$ cat config.mk
export PLATFORM = sky130hd
export DESIGN_NAME = fpe_guard
export DESIGN_NICKNAME = d
export VERILOG_FILES = /design/src/rtl/fpe_guard_pkg.sv /design/src/rtl/fpe_err_detect.sv /design/src/rtl/fpe_ctrl_reg.sv /design/src/rtl/fpe_pe_gate.sv /design/src/rtl/fpe_guard.sv
export SDC_FILE = /design/constraint.sdc
export NUM_CORES = 1
export LEC_CHECK = 0
export BUFFER_PORTS_ARGS = -buffer_cell sky130_fd_sc_hd__buf_2
export CORE_UTILIZATION = 28
export DETAILED_ROUTE_END_ITERATION = 8
export MAX_ROUTING_LAYER = met4
export PLACE_DENSITY = 0.78
export SLEW_MARGIN = 15
export SYNTH_ARGS = -nofsm -noshare
export SYNTH_HDL_FRONTEND = slang
export SYNTH_SLANG_ARGS = --single-unit
$ cat constraint.sdc
create_clock -name clk -period 0.98 [get_ports clk]
set_input_delay 0.196 -clock clk [delete_from_list [all_inputs] [get_ports clk]]
set_output_delay 0.196 -clock clk [all_outputs]
set_load 0.01 [all_outputs]
$ cat src/rtl/fpe_guard_pkg.sv
package fpe_guard_pkg;
  localparam int AREA_W = 3;
  localparam logic [2:0] RSVD_ONES = 3'b111;

  typedef struct packed {
    logic rd_err;
    logic exc_err;
    logic slp_err;
    logic bus_err;
  } err_src_t;

  function automatic logic any_err(input err_src_t s);
    return s.rd_err | s.exc_err | s.slp_err | s.bus_err;
  endfunction

  function automatic logic [7:0] pack_ctrl(input logic flag, input logic ramsel,
                                           input logic [AREA_W-1:0] area);
    return {flag, RSVD_ONES, ramsel, area};
  endfunction

  function automatic logic grant(input logic req, input logic flag, input logic ramsel);
    return req & ~flag & ~ramsel;
  endfunction
endpackage

$ cat src/rtl/fpe_err_detect.sv
module fpe_err_detect
  import fpe_guard_pkg::*;
(
  input  logic     clk,
  input  logic     rst_n,
  input  logic     hw_stby,
  input  logic     session,
  input  logic     arr_rd,
  input  logic     ovl_hit,
  input  logic     exc_entry,
  input  logic     exc_excluded,
  input  logic     sleep_req,
  input  logic     bus_rel,
  output logic     session_start,
  output err_src_t err_src,
  output logic     err_flag
);
  logic session_q;
  logic exc_q;
  logic exc_now;

  assign exc_now       = exc_entry & ~exc_excluded;
  assign session_start = session & ~session_q;

  always_comb begin
    err_src.rd_err  = session & arr_rd & ~ovl_hit;
    err_src.exc_err = session_start & (exc_now | exc_q);
    err_src.slp_err = session & sleep_req;
    err_src.bus_err = session & bus_rel;
  end

  always_ff @(posedge clk or negedge rst_n) begin
    if (!rst_n) begin
      session_q <= 1'b0;
      exc_q     <= 1'b0;
      err_flag  <= 1'b0;
    end else begin
      session_q <= session;
      exc_q     <= exc_now;
      if (hw_stby)
        err_flag <= 1'b0;
      else if (any_err(err_src))
        err_flag <= 1'b1;
    end
  end
endmodule

$ cat src/rtl/fpe_ctrl_reg.sv
module fpe_ctrl_reg
  import fpe_guard_pkg::*;
(
  input  logic              clk,
  input  logic              rst_n,
  input  logic              hw_stby,
  input  logic              we,
  input  logic [7:0]        wdata,
  output logic              ramsel,
  output logic [AREA_W-1:0] area
);
  logic [4:0] unused_wdata_hi;
  assign unused_wdata_hi = wdata[7:3];

  always_ff @(posedge clk or negedge rst_n) begin
    if (!rst_n) begin
      ramsel <= 1'b0;
      area   <= '0;
    end else if (hw_stby) begin
      ramsel <= 1'b0;
      area   <= '0;
    end else if (we) begin
      ramsel <= wdata[3];
      area   <= wdata[AREA_W-1:0];
    end
  end
endmodule

$ cat src/rtl/fpe_pe_gate.sv
module fpe_pe_gate
  import fpe_guard_pkg::*;
#(
  parameter int NBLK = 8
) (
  input  logic [NBLK-1:0] req,
  input  logic            flag,
  input  logic            ramsel,
  output logic [NBLK-1:0] en
);
  for (genvar i = 0; i < NBLK; i++) begin : g_blk
    assign en[i] = grant(req[i], flag, ramsel);
  end
endmodule

$ cat src/rtl/fpe_guard.sv
module fpe_guard
  import fpe_guard_pkg::*;
#(
  parameter int          NBLK   = 8,
  parameter int          DW     = 16,
  parameter logic [DW-1:0] POISON = 16'hDEAD
) (
  input  logic            clk,
  input  logic            rst_n,
  input  logic            hw_stby,
  input  logic            prog_act,
  input  logic            erase_act,
  input  logic            arr_rd,
  input  logic            ovl_hit,
  input  logic            exc_entry,
  input  logic            exc_excluded,
  input  logic            sleep_req,
  input  logic            bus_rel,
  input  logic            reg_we,
  input  logic [7:0]      reg_wdata,
  output logic [7:0]      reg_rdata,
  input  logic [NBLK-1:0] blk_pe_req,
  output logic [NBLK-1:0] blk_pe_en,
  output logic            ovl_active,
  input  logic [DW-1:0]   arr_rdata_in,
  output logic [DW-1:0]   arr_rdata_out
);
  logic              session;
  logic              session_start;
  err_src_t          err_src;
  logic              err_flag;
  logic              ramsel;
  logic [AREA_W-1:0] area;

  assign session = prog_act | erase_act;

  fpe_err_detect u_det (
    .clk          (clk),
    .rst_n        (rst_n),
    .hw_stby      (hw_stby),
    .session      (session),
    .arr_rd       (arr_rd),
    .ovl_hit      (ovl_hit),
    .exc_entry    (exc_entry),
    .exc_excluded (exc_excluded),
    .sleep_req    (sleep_req),
    .bus_rel      (bus_rel),
    .session_start(session_start),
    .err_src      (err_src),
    .err_flag     (err_flag)
  );

  fpe_ctrl_reg u_reg (
    .clk    (clk),
    .rst_n  (rst_n),
    .hw_stby(hw_stby),
    .we     (reg_we),
    .wdata  (reg_wdata),
    .ramsel (ramsel),
    .area   (area)
  );

  fpe_pe_gate #(.NBLK(NBLK)) u_gate (
    .req   (blk_pe_req),
    .flag  (err_flag),
    .ramsel(ramsel),
    .en    (blk_pe_en)
  );

  assign reg_rdata     = pack_ctrl(err_flag, ramsel, area);
  assign ovl_active    = ramsel;
  assign arr_rdata_out = session ? POISON : arr_rdata_in;
endmodule

==> impl_table.tex, run 1 <==
\begin{tabular}{lr}
\hline
Metric & Value \\
\hline
\multicolumn{2}{l}{\textbf{Floorplanning}} \\
Floorplan die area & 0.001974 mm2 \\
I/O pin total & 77 \\
Effective utilization at floorplan & between 30\% and 40\% \\
Die Height & about 44 um \\
Std cell rows & 14 \\
Horizontal extent of the die & 44.44 um \\
Placeable Area & 0.001594 mm2 \\
\multicolumn{2}{l}{\textbf{GRT}} \\
Global Route Usage Sum & 16.87\% \\
Antenna violations before repair & 0 \\
Wire length of the first global-routing pass & approximately 2400 um \\
Largest net degree at the start of global routing & 14 \\
Total grt overflow & 0 \\
Number of global-route vias before repair & roughly 600 \\
\multicolumn{2}{l}{\textbf{Clock tree}} \\
TritonCTS clock tree & built \\
Deepest clock path buffer count & 2 \\
Clock latency at the later pin of the worst-skew pair & $\sim$250 ps \\
Number of sinks handled by clock tree synthesis & 7 \\
Clock buffers created by TritonCTS & 3 \\
Register clock-pin slew on the reported worst setup and hold paths & 50 ps \\
Clock root buffer & clkbuf\_4 \\
Depth of the CTS H-tree & 1 \\
\multicolumn{2}{l}{\textbf{Synthesis}} \\
Dominant combinational cell family by area after synthesis & simple AND/OR/NAND/NOR gates \\
Synthesis warning total & 0 \\
Sequential area share after synthesis & 34.74\% \\
Total of flip-flops plus latches after synthesis & 7 \\
Post-synthesis share of cell area spent on xor and xnor gates & 0\% \\
Adder-cell area share of the yosys netlist & 0\% \\
Cell area after synthesis & $\sim$500 um2 \\
Fraction of the mapped netlist area in compound gates & 4.467\% \\
Mux cell area share after synthesis & approximately 8\% \\
Fraction of the mapped netlist area in simple logic gates & between 30\% and 40\% \\
Post-synth cell types & 15 \\
Cell types with the largest area share after synthesis & dfrtp\_1 35\%, and2\_1 16\%, or3\_1 14\% \\
Fraction of post-synthesis cell area in the top cell type by area & 34.74\% \\
Syn\_area\_per\_cell & 8.846 um2 \\
Synthesized netlist cell count & 57 \\
Dominant cell type by area after synthesis & dfrtp\_1 \\
\multicolumn{2}{l}{\textbf{Cells and area}} \\
Growth of design area from synthesis to finish & 118.9\% \\
Most frequent standard cell in the layout excluding fill and tap cells & buf\_2 \\
Layout cells sized above 1 & 67.42\% \\
Total Nets Final & $\sim$180 \\
Post-layout util & $\sim$69\% \\
Commonest cells after routing, fill and taps aside & 52 x buf\_2, 17 x buf\_6, 10 x and2\_1, 10 x or3\_1, 7 x dfrtp\_1 \\
Fill count & 126 \\
Post-route cell area & 0.001104 mm2 \\
Diode count & 0 \\
\multicolumn{2}{l}{\textbf{Placed design}} \\
Area after detailed placement & 865.8 um2 \\
IO Port Bufs & just under 70 \\
Detailed placement HPWL & 1218 um \\
Post-Place Worst Slack & -103.1 ps \\
RD Place Congestion & a little under 0.7 \\
\multicolumn{2}{l}{\textbf{Detailed routing}} \\
Detailed Route Iter0 Violations & 5 \\
Via count of the routed design & 669 \\
Residual antenna-violating net count after detailed routing & 0 \\
Routed wirelength normalized by instance count & 11.44 um \\
Detailed-router iteration count before antenna repair & 4 \\
DRC errors left & 0 \\
Total routed wirelength & 1784 um \\
Vias per cell & around 4.3 \\
\multicolumn{2}{l}{\textbf{Timing}} \\
Unrepaired setup endpoints after global routing & yes \\
Number of setup violations in the final report & 17 \\
Sum of negative setup slack & -2871 ps \\
Final setup skew & 0.04452 ps \\
Worst Setup Slack, final & -314.5 ps \\
Maximum clock frequency & 0.7725 GHz \\
Min cycle time layout & between 1000 and 1500 ps \\
Tcrit/Tclk final & 132.1\% \\
Final-report max-slew violation count & 0 \\
Number of endpoints with negative hold slack in the final report & 0 \\
\multicolumn{2}{l}{\textbf{Setup path}} \\
Maximum fanout count along the critical path & 8 \\
Cell family with most CP delay & flip-flops \\
Critical path buffers and inverters & 1 \\
Slowest cell on the critical path & dfrtp\_1 \\
Critical-path cell list & nor2\_4 -> and2\_1 -> buf\_2 \\
Maximum single-stage delay on the critical path & 400 ps \\
Crit Reg-Reg Startpoint & u\_det.err\_flag\$\_DFFE\_PN0P\_ \\
Crit path kind & register to output port \\
Worst setup path startpoint & u\_det.err\_flag\$\_DFFE\_PN0P\_ \\
Arrival time reported for the critical path endpoint & 1100 ps \\
Type of element capturing the critical path & output port \\
CP startpoint kind & register \\
Worst path required time & 780 ps \\
\multicolumn{2}{l}{\textbf{Power}} \\
Pwr dens & 884.1 mW/mm2 \\
Logic pwr share & between 40\% and 50\% \\
Internal Dissipation & 700.8 uW \\
Net load switching power & 274.9 uW \\
Largest voltage drop on the vdd net & 0.5171 mV \\
Flop pwr share & 32.4\% \\
Sw Share & 28.17\% \\
Clock Power Share & between 20\% and 30\% \\
Leakage power summed over all cells & 0.0005913 uW \\
\multicolumn{2}{l}{\textbf{Min path}} \\
Class of the most critical hold timing path & primary input to register \\
Worst hold path startpoint & exc\_excluded \\
\multicolumn{2}{l}{\textbf{Run}} \\
Max-cap violations & 0 \\
\multicolumn{2}{l}{\textbf{Outcome}} \\
Failing checks & negative setup slack \\
Outcome & complete, but fails checks \\
\hline
\end{tabular}
-- through the flow --
stage / cells / hold WS (ps) / total power [uW]
CTS: 155 / 94.82 / 925.3
finish: 156 / 104.5 / 975.7
floorplan: 59 / -99.59 / 468.6
global route: 156 / 86.08 / 1036
global placement: 149 / 31.71 / 606.2
detailed placement: 149 / 37.96 / 612.8
-- cells in the mapped netlist --
master / count
buf_4: 6
inv_1: 1
dfrtp_1: 7
buf_6: 1
and2_1: 13
or3_1: 11
conb_1: 1
nor3_1: 2
nand2b_1: 1
nor2_1: 6
a311oi_2: 1
nor2b_2: 1
mux2i_1: 4
clkbuf_2: 1
o21bai_1: 1
-- state kept, by name (all words and copies together), names as in the netlist --
signal	cells
u_reg.area	3
u_det.err_flag	1
u_det.exc_q	1
u_det.session_q	1
u_reg.ramsel	1
-- layout make-up --
class | instances | area [um2] | share of cell area (%)
inverter | 1 | 3.754 | 0.3401
multi-input combinational | 43 | 321.6 | 29.14
timing repair buffer | 77 | 546.8 | 49.55
tap | 24 | 30.03 | 2.721
sequential | 7 | 175.2 | 15.87
clock buffer | 4 | 26.28 | 2.381
-- worst register-to-register path, delay by kind of cell, from the launching register on --
family          cells  cell delay, ps
simple gates        1             180
flops               1             400
compound gates      1              60
buf+inv             1             170
-- repair_timing --
item	4_1_cts	5_1_grt
setup endpoints to repair	28	24
pin swaps	8	9
hold buffers	1	0
cloned	1	0
resized for setup	16	18
buffers inserted	0	1
hold endpoints to repair	7	0
-- final timing paths --
kind	end	slack [ps]	depth (start not counted)
worst max-delay path	blk_pe_en[4]	-310	3
min in group asynchronous	u_reg.ramsel$_DFFE_PN0P_	320	2
max in group asynchronous	u_reg.area[0]$_DFFE_PN0P_	510	2
worst max register to register	u_det.err_flag$_DFFE_PN0P_	50	3
worst min register to register	u_reg.area[2]$_DFFE_PN0P_	510	2
worst min-delay path	u_det.exc_q$_DFF_PN0_	100	2
-- power by group through the flow --
stage               Clock, uW  Sequential [uW]  Combinational (uW)
floorplan                   0              326                 143
global placement            0              318                 288
detailed placement          0              319                 294
CTS                       273              316                 336
global route              289              317                 429
finish                    261              316                 398
-- kinds of logic (layout without fill, tap and decap cells) --
group                  count (synthesis)  in the layout
AO/OA/AOI/OAI                          2              2
buffers and inverters                  9             82
flip-flops                             7              7
multiplexers                           4              4
other                                  1              3
AND/OR/NAND/NOR                       34             34
-- routing by layer --
layer  up-vias  wire length, um  global-route usage, %
met5         -                0                      -
met4         0                0                  5.455
met3         0              167                  4.898
met2        46             1012                  30.88
met1       292              604                  17.01
li1        331                -                      -
Note: power is estimated with default switching activity, not from simulation.
==> run 2, diff against run 1 <==
--- a/config.mk
+++ b/config.mk
@@ -6,11 +6,11 @@
 export NUM_CORES = 1
 export LEC_CHECK = 0
 export BUFFER_PORTS_ARGS = -buffer_cell sky130_fd_sc_hd__buf_2
-export CORE_UTILIZATION = 28
+export CORE_UTILIZATION = 31
 export DETAILED_ROUTE_END_ITERATION = 8
 export MAX_ROUTING_LAYER = met4
-export PLACE_DENSITY = 0.78
-export SLEW_MARGIN = 15
+export PLACE_DENSITY = 0.79
 export SYNTH_ARGS = -nofsm -noshare
 export SYNTH_HDL_FRONTEND = slang
+export SYNTH_HIERARCHICAL = 1
 export SYNTH_SLANG_ARGS = --single-unit
==> impl_table.tex, run 2 <==
\begin{tabular}{lr}
\hline
Metric & Value \\
\hline
\multicolumn{2}{l}{\textbf{Outcome}} \\
Outcome & complete, but fails checks \\
Failing checks & negative setup slack \\
\multicolumn{2}{l}{\textbf{GRT}} \\
Largest net degree at the start of global routing & 12 \\
Wire length of the first global-routing pass & roughly 2800 um \\
Global Route Usage Sum & 19.63\% \\
Number of global-route vias before repair & 749 \\
Antenna violations before repair & 0 \\
Total grt overflow & 0 \\
\multicolumn{2}{l}{\textbf{Synthesis}} \\
Total of flip-flops plus latches after synthesis & 7 \\
Leading cell type by number of instances after synthesis & nor3b\_2 \\
Post-synth cell types & 20 \\
Syn\_area\_per\_cell & 9.804 um2 \\
Adder-cell area share of the yosys netlist & 0\% \\
Fraction of post-synthesis cell area in the top cell type by area & 29.29\% \\
Mux cell area share after synthesis & between 6 and 7\% \\
Fraction of the mapped netlist area in simple logic gates & 46.03\% \\
Main flop type after synthesis & dfrtp\_1 \\
Fraction of the mapped netlist area in compound gates & 3.138\% \\
Synthesized netlist cell count & between 60 and 70 \\
Post-synthesis share of cell area spent on xor and xnor gates & 0\% \\
Async set-or-reset flop fraction in the synthesized netlist & 100.0\% \\
Sequential area share after synthesis & 29.29\% \\
Synthesis warning total & 6 \\
Cell area after synthesis & between 500 and 600 um2 \\
Dominant cell type by area after synthesis & dfrtp\_1 \\
EDFF count, synth & 0 \\
Cell types with the largest area share after synthesis & dfrtp\_1 29\%, nor3b\_2 17\%, or3\_2 8.8\% \\
Most common library cells after synthesis & 8 x nor3b\_2, 7 x dfrtp\_1, 7 x or3\_2 \\
Dominant combinational cell family by area after synthesis & simple AND/OR/NAND/NOR gates \\
\multicolumn{2}{l}{\textbf{Floorplanning}} \\
Horizontal extent of the die & 45.93 um \\
Placeable Area & 0.001764 mm2 \\
I/O pin total & 77 \\
Std cell rows & 15 \\
Die Height & approximately 46 um \\
Floorplan die area & 0.002109 mm2 \\
Effective utilization at floorplan & about 34\% \\
\multicolumn{2}{l}{\textbf{Setup path}} \\
Arrival time reported for the critical path endpoint & 1170 ps \\
Crit path kind & register to output port \\
Maximum single-stage delay on the critical path & about 550 ps \\
Worst path required time & slightly below 800 ps \\
CP startpoint kind & register \\
Critical-path cell list & nor3b\_4 -> buf\_2 \\
Slowest cell on the critical path & dfrtp\_2 \\
Number of cells on the worst reg-to-reg path & 2 \\
R2R setup slack & -20 ps \\
Crit Reg-Reg Startpoint & u\_det/exc\_q\$\_DFF\_PN0\_ \\
Type of element capturing the critical path & output port \\
RR Endpoint & u\_det/err\_flag\$\_DFFE\_PN0P\_ \\
Maximum fanout count along the critical path & 11 \\
\multicolumn{2}{l}{\textbf{Placed design}} \\
Post-Place Worst Slack & -366.2 ps \\
IO Port Bufs & 69 \\
Area after detailed placement & 989.7 um2 \\
Detailed placement HPWL & 1324 um \\
RD Place Congestion & 0.7506 \\
\multicolumn{2}{l}{\textbf{Detailed routing}} \\
Detailed-router iteration count before antenna repair & 2 \\
Detailed Route Iter0 Violations & 2 \\
Routed wirelength normalized by instance count & 12.52 um \\
Residual antenna-violating net count after detailed routing & 0 \\
Via count of the routed design & 730 \\
Total routed wirelength & approximately 2000 um \\
Vias per cell & $\sim$4.5 \\
DRC errors left & 0 \\
\multicolumn{2}{l}{\textbf{Cells and area}} \\
Register with the highest flop count & u\_reg/area \\
Most frequent standard cell in the layout excluding fill and tap cells & buf\_2 \\
Post-route cell area & 0.001222 mm2 \\
Layout cells sized above 1 & 75.74\% \\
Total Nets Final & 181 \\
Diode count & 0 \\
Max reg flops & 3 \\
Commonest cells after routing, fill and taps aside & 59 x buf\_2, 16 x buf\_6, 8 x nor3b\_4, 7 x or3\_4, 6 x dfrtp\_1 \\
Fill count & 141 \\
Growth of design area from synthesis to finish & 104.4\% \\
\multicolumn{2}{l}{\textbf{Run}} \\
Max-cap violations & 0 \\
\multicolumn{2}{l}{\textbf{Timing}} \\
Final setup skew & about 0.12 ps \\
Number of endpoints with negative hold slack in the final report & 0 \\
Fin Hold WS & 114.9 ps \\
Final-report max-slew violation count & 0 \\
Maximum clock frequency & 0.7343 GHz \\
Min cycle time layout & approximately 1400 ps \\
Unrepaired setup endpoints after global routing & yes \\
Tcrit/Tclk final & 139.0\% \\
Worst Setup Slack, final & -381.9 ps \\
Number of setup violations in the final report & 28 \\
\multicolumn{2}{l}{\textbf{Clock tree}} \\
TritonCTS clock tree & built \\
Number of sinks handled by clock tree synthesis & 7 \\
Deepest clock path buffer count & 2 \\
Clock latency at the later pin of the worst-skew pair & 250 ps \\
Clock buffers created by TritonCTS & 3 \\
Register clock-pin slew on the reported worst setup and hold paths & 50 ps \\
Clock root buffer & clkbuf\_4 \\
Depth of the CTS H-tree & 1 \\
\multicolumn{2}{l}{\textbf{Power}} \\
Pwr dens & 840.0 mW/mm2 \\
Leakage power summed over all cells & between 0.0006 and 0.0007 uW \\
Largest voltage drop on the vdd net & a little under 0.6 mV \\
Total power consumption of the routed design & 1027 uW \\
\multicolumn{2}{l}{\textbf{Min path}} \\
Worst hold path startpoint & exc\_excluded \\
WHS Path Cells & 2 \\
Class of the most critical hold timing path & primary input to register \\
Hold Crit Endpoint & u\_det/exc\_q\$\_DFF\_PN0\_ \\
\hline
\end{tabular}
-- run 2: cell types whose count changed in the layout (fill, tap and decap cells not counted), sizes merged, moves of 2 or more --
cell	before	now
nor3b	0	13
and2	13	2
buf	76	78
nor3	2	0
or2	0	2
-- run 2: worst max-delay path by stage --
stage / start / end / slack, ps / cells after the start
6_report: u_reg/ramsel$_DFFE_PN0P_ / blk_pe_en[7] / -380 / 2
5_1_grt: u_reg/ramsel$_DFFE_PN0P_ / blk_pe_en[3] / -440 / 2
4_1_cts: u_reg/ramsel$_DFFE_PN0P_ / blk_pe_en[3] / -400 / 2
3_5_place_dp: prog_act / u_det/err_flag$_DFFE_PN0P_ / -370 / 5
3_3_place_gp: prog_act / u_det/err_flag$_DFFE_PN0P_ / -340 / 5
2_1_floorplan: prog_act / u_det/err_flag$_DFFE_PN0P_ / -330 / 5
-- run 2: what timing repair did --
item	in CTS	in global routing
cloned	2	0
resized for setup	34	0
setup endpoints to repair	28	31
endpoints found under the hold margin	7	0
hold buffers	1	0
buffers inserted	4	0
pin swaps	11	0
-- run 2: area by class of cell --
class / count / area [um2] / area share [%]
repair buffers: 79 / 535.5 / 43.81
inverters: 1 / 3.754 / 0.3071
well taps: 25 / 31.28 / 2.559
multi-input cells: 45 / 449.2 / 36.75
clock buffers: 4 / 26.28 / 2.149
flip-flops and latches: 7 / 176.4 / 14.43
-- run 2: per-layer routing --
metal	share of wire, %	track usage (%)	vias to the layer above
li1	-	-	355
met1	37	19.04	317
met2	52	36.34	56
met3	10	3.175	2
met4	0.40	10.59	0
met5	0	-	-
-- run 2: cell families (layout without fill, tap and decap cells) --
kind of cell	Yosys count	count (layout)
AO/OA/AOI/OAI	2	2
buffers and inverters	11	84
AND/OR/NAND/NOR	36	36
flip-flops	7	7
other	1	3
multiplexers	4	4
-- run 2: report_power, final --
group | switching (uW) | internal, uW
Combinational | 177 | 259
Clock | 105 | 155
Sequential | 24.1 | 307
-- run 2: per-stage QoR --
step / cells / util [%] / setup TNS (ps)
6_report: 161 / 69.29 / -5711
3_3_place_gp: 150 / 56.10 / -3853
3_5_place_dp: 150 / 56.10 / -4198
5_1_grt: 161 / 69.29 / -6633
2_1_floorplan: 63 / - / -442.5
4_1_cts: 161 / 69.29 / -5662
-- run 2: critical path, delay by kind of cell, from the launching register on --
kind / cells / cell delay [ps]
flops: 1 / 550
buf+inv: 1 / 150
simple gates: 1 / 210
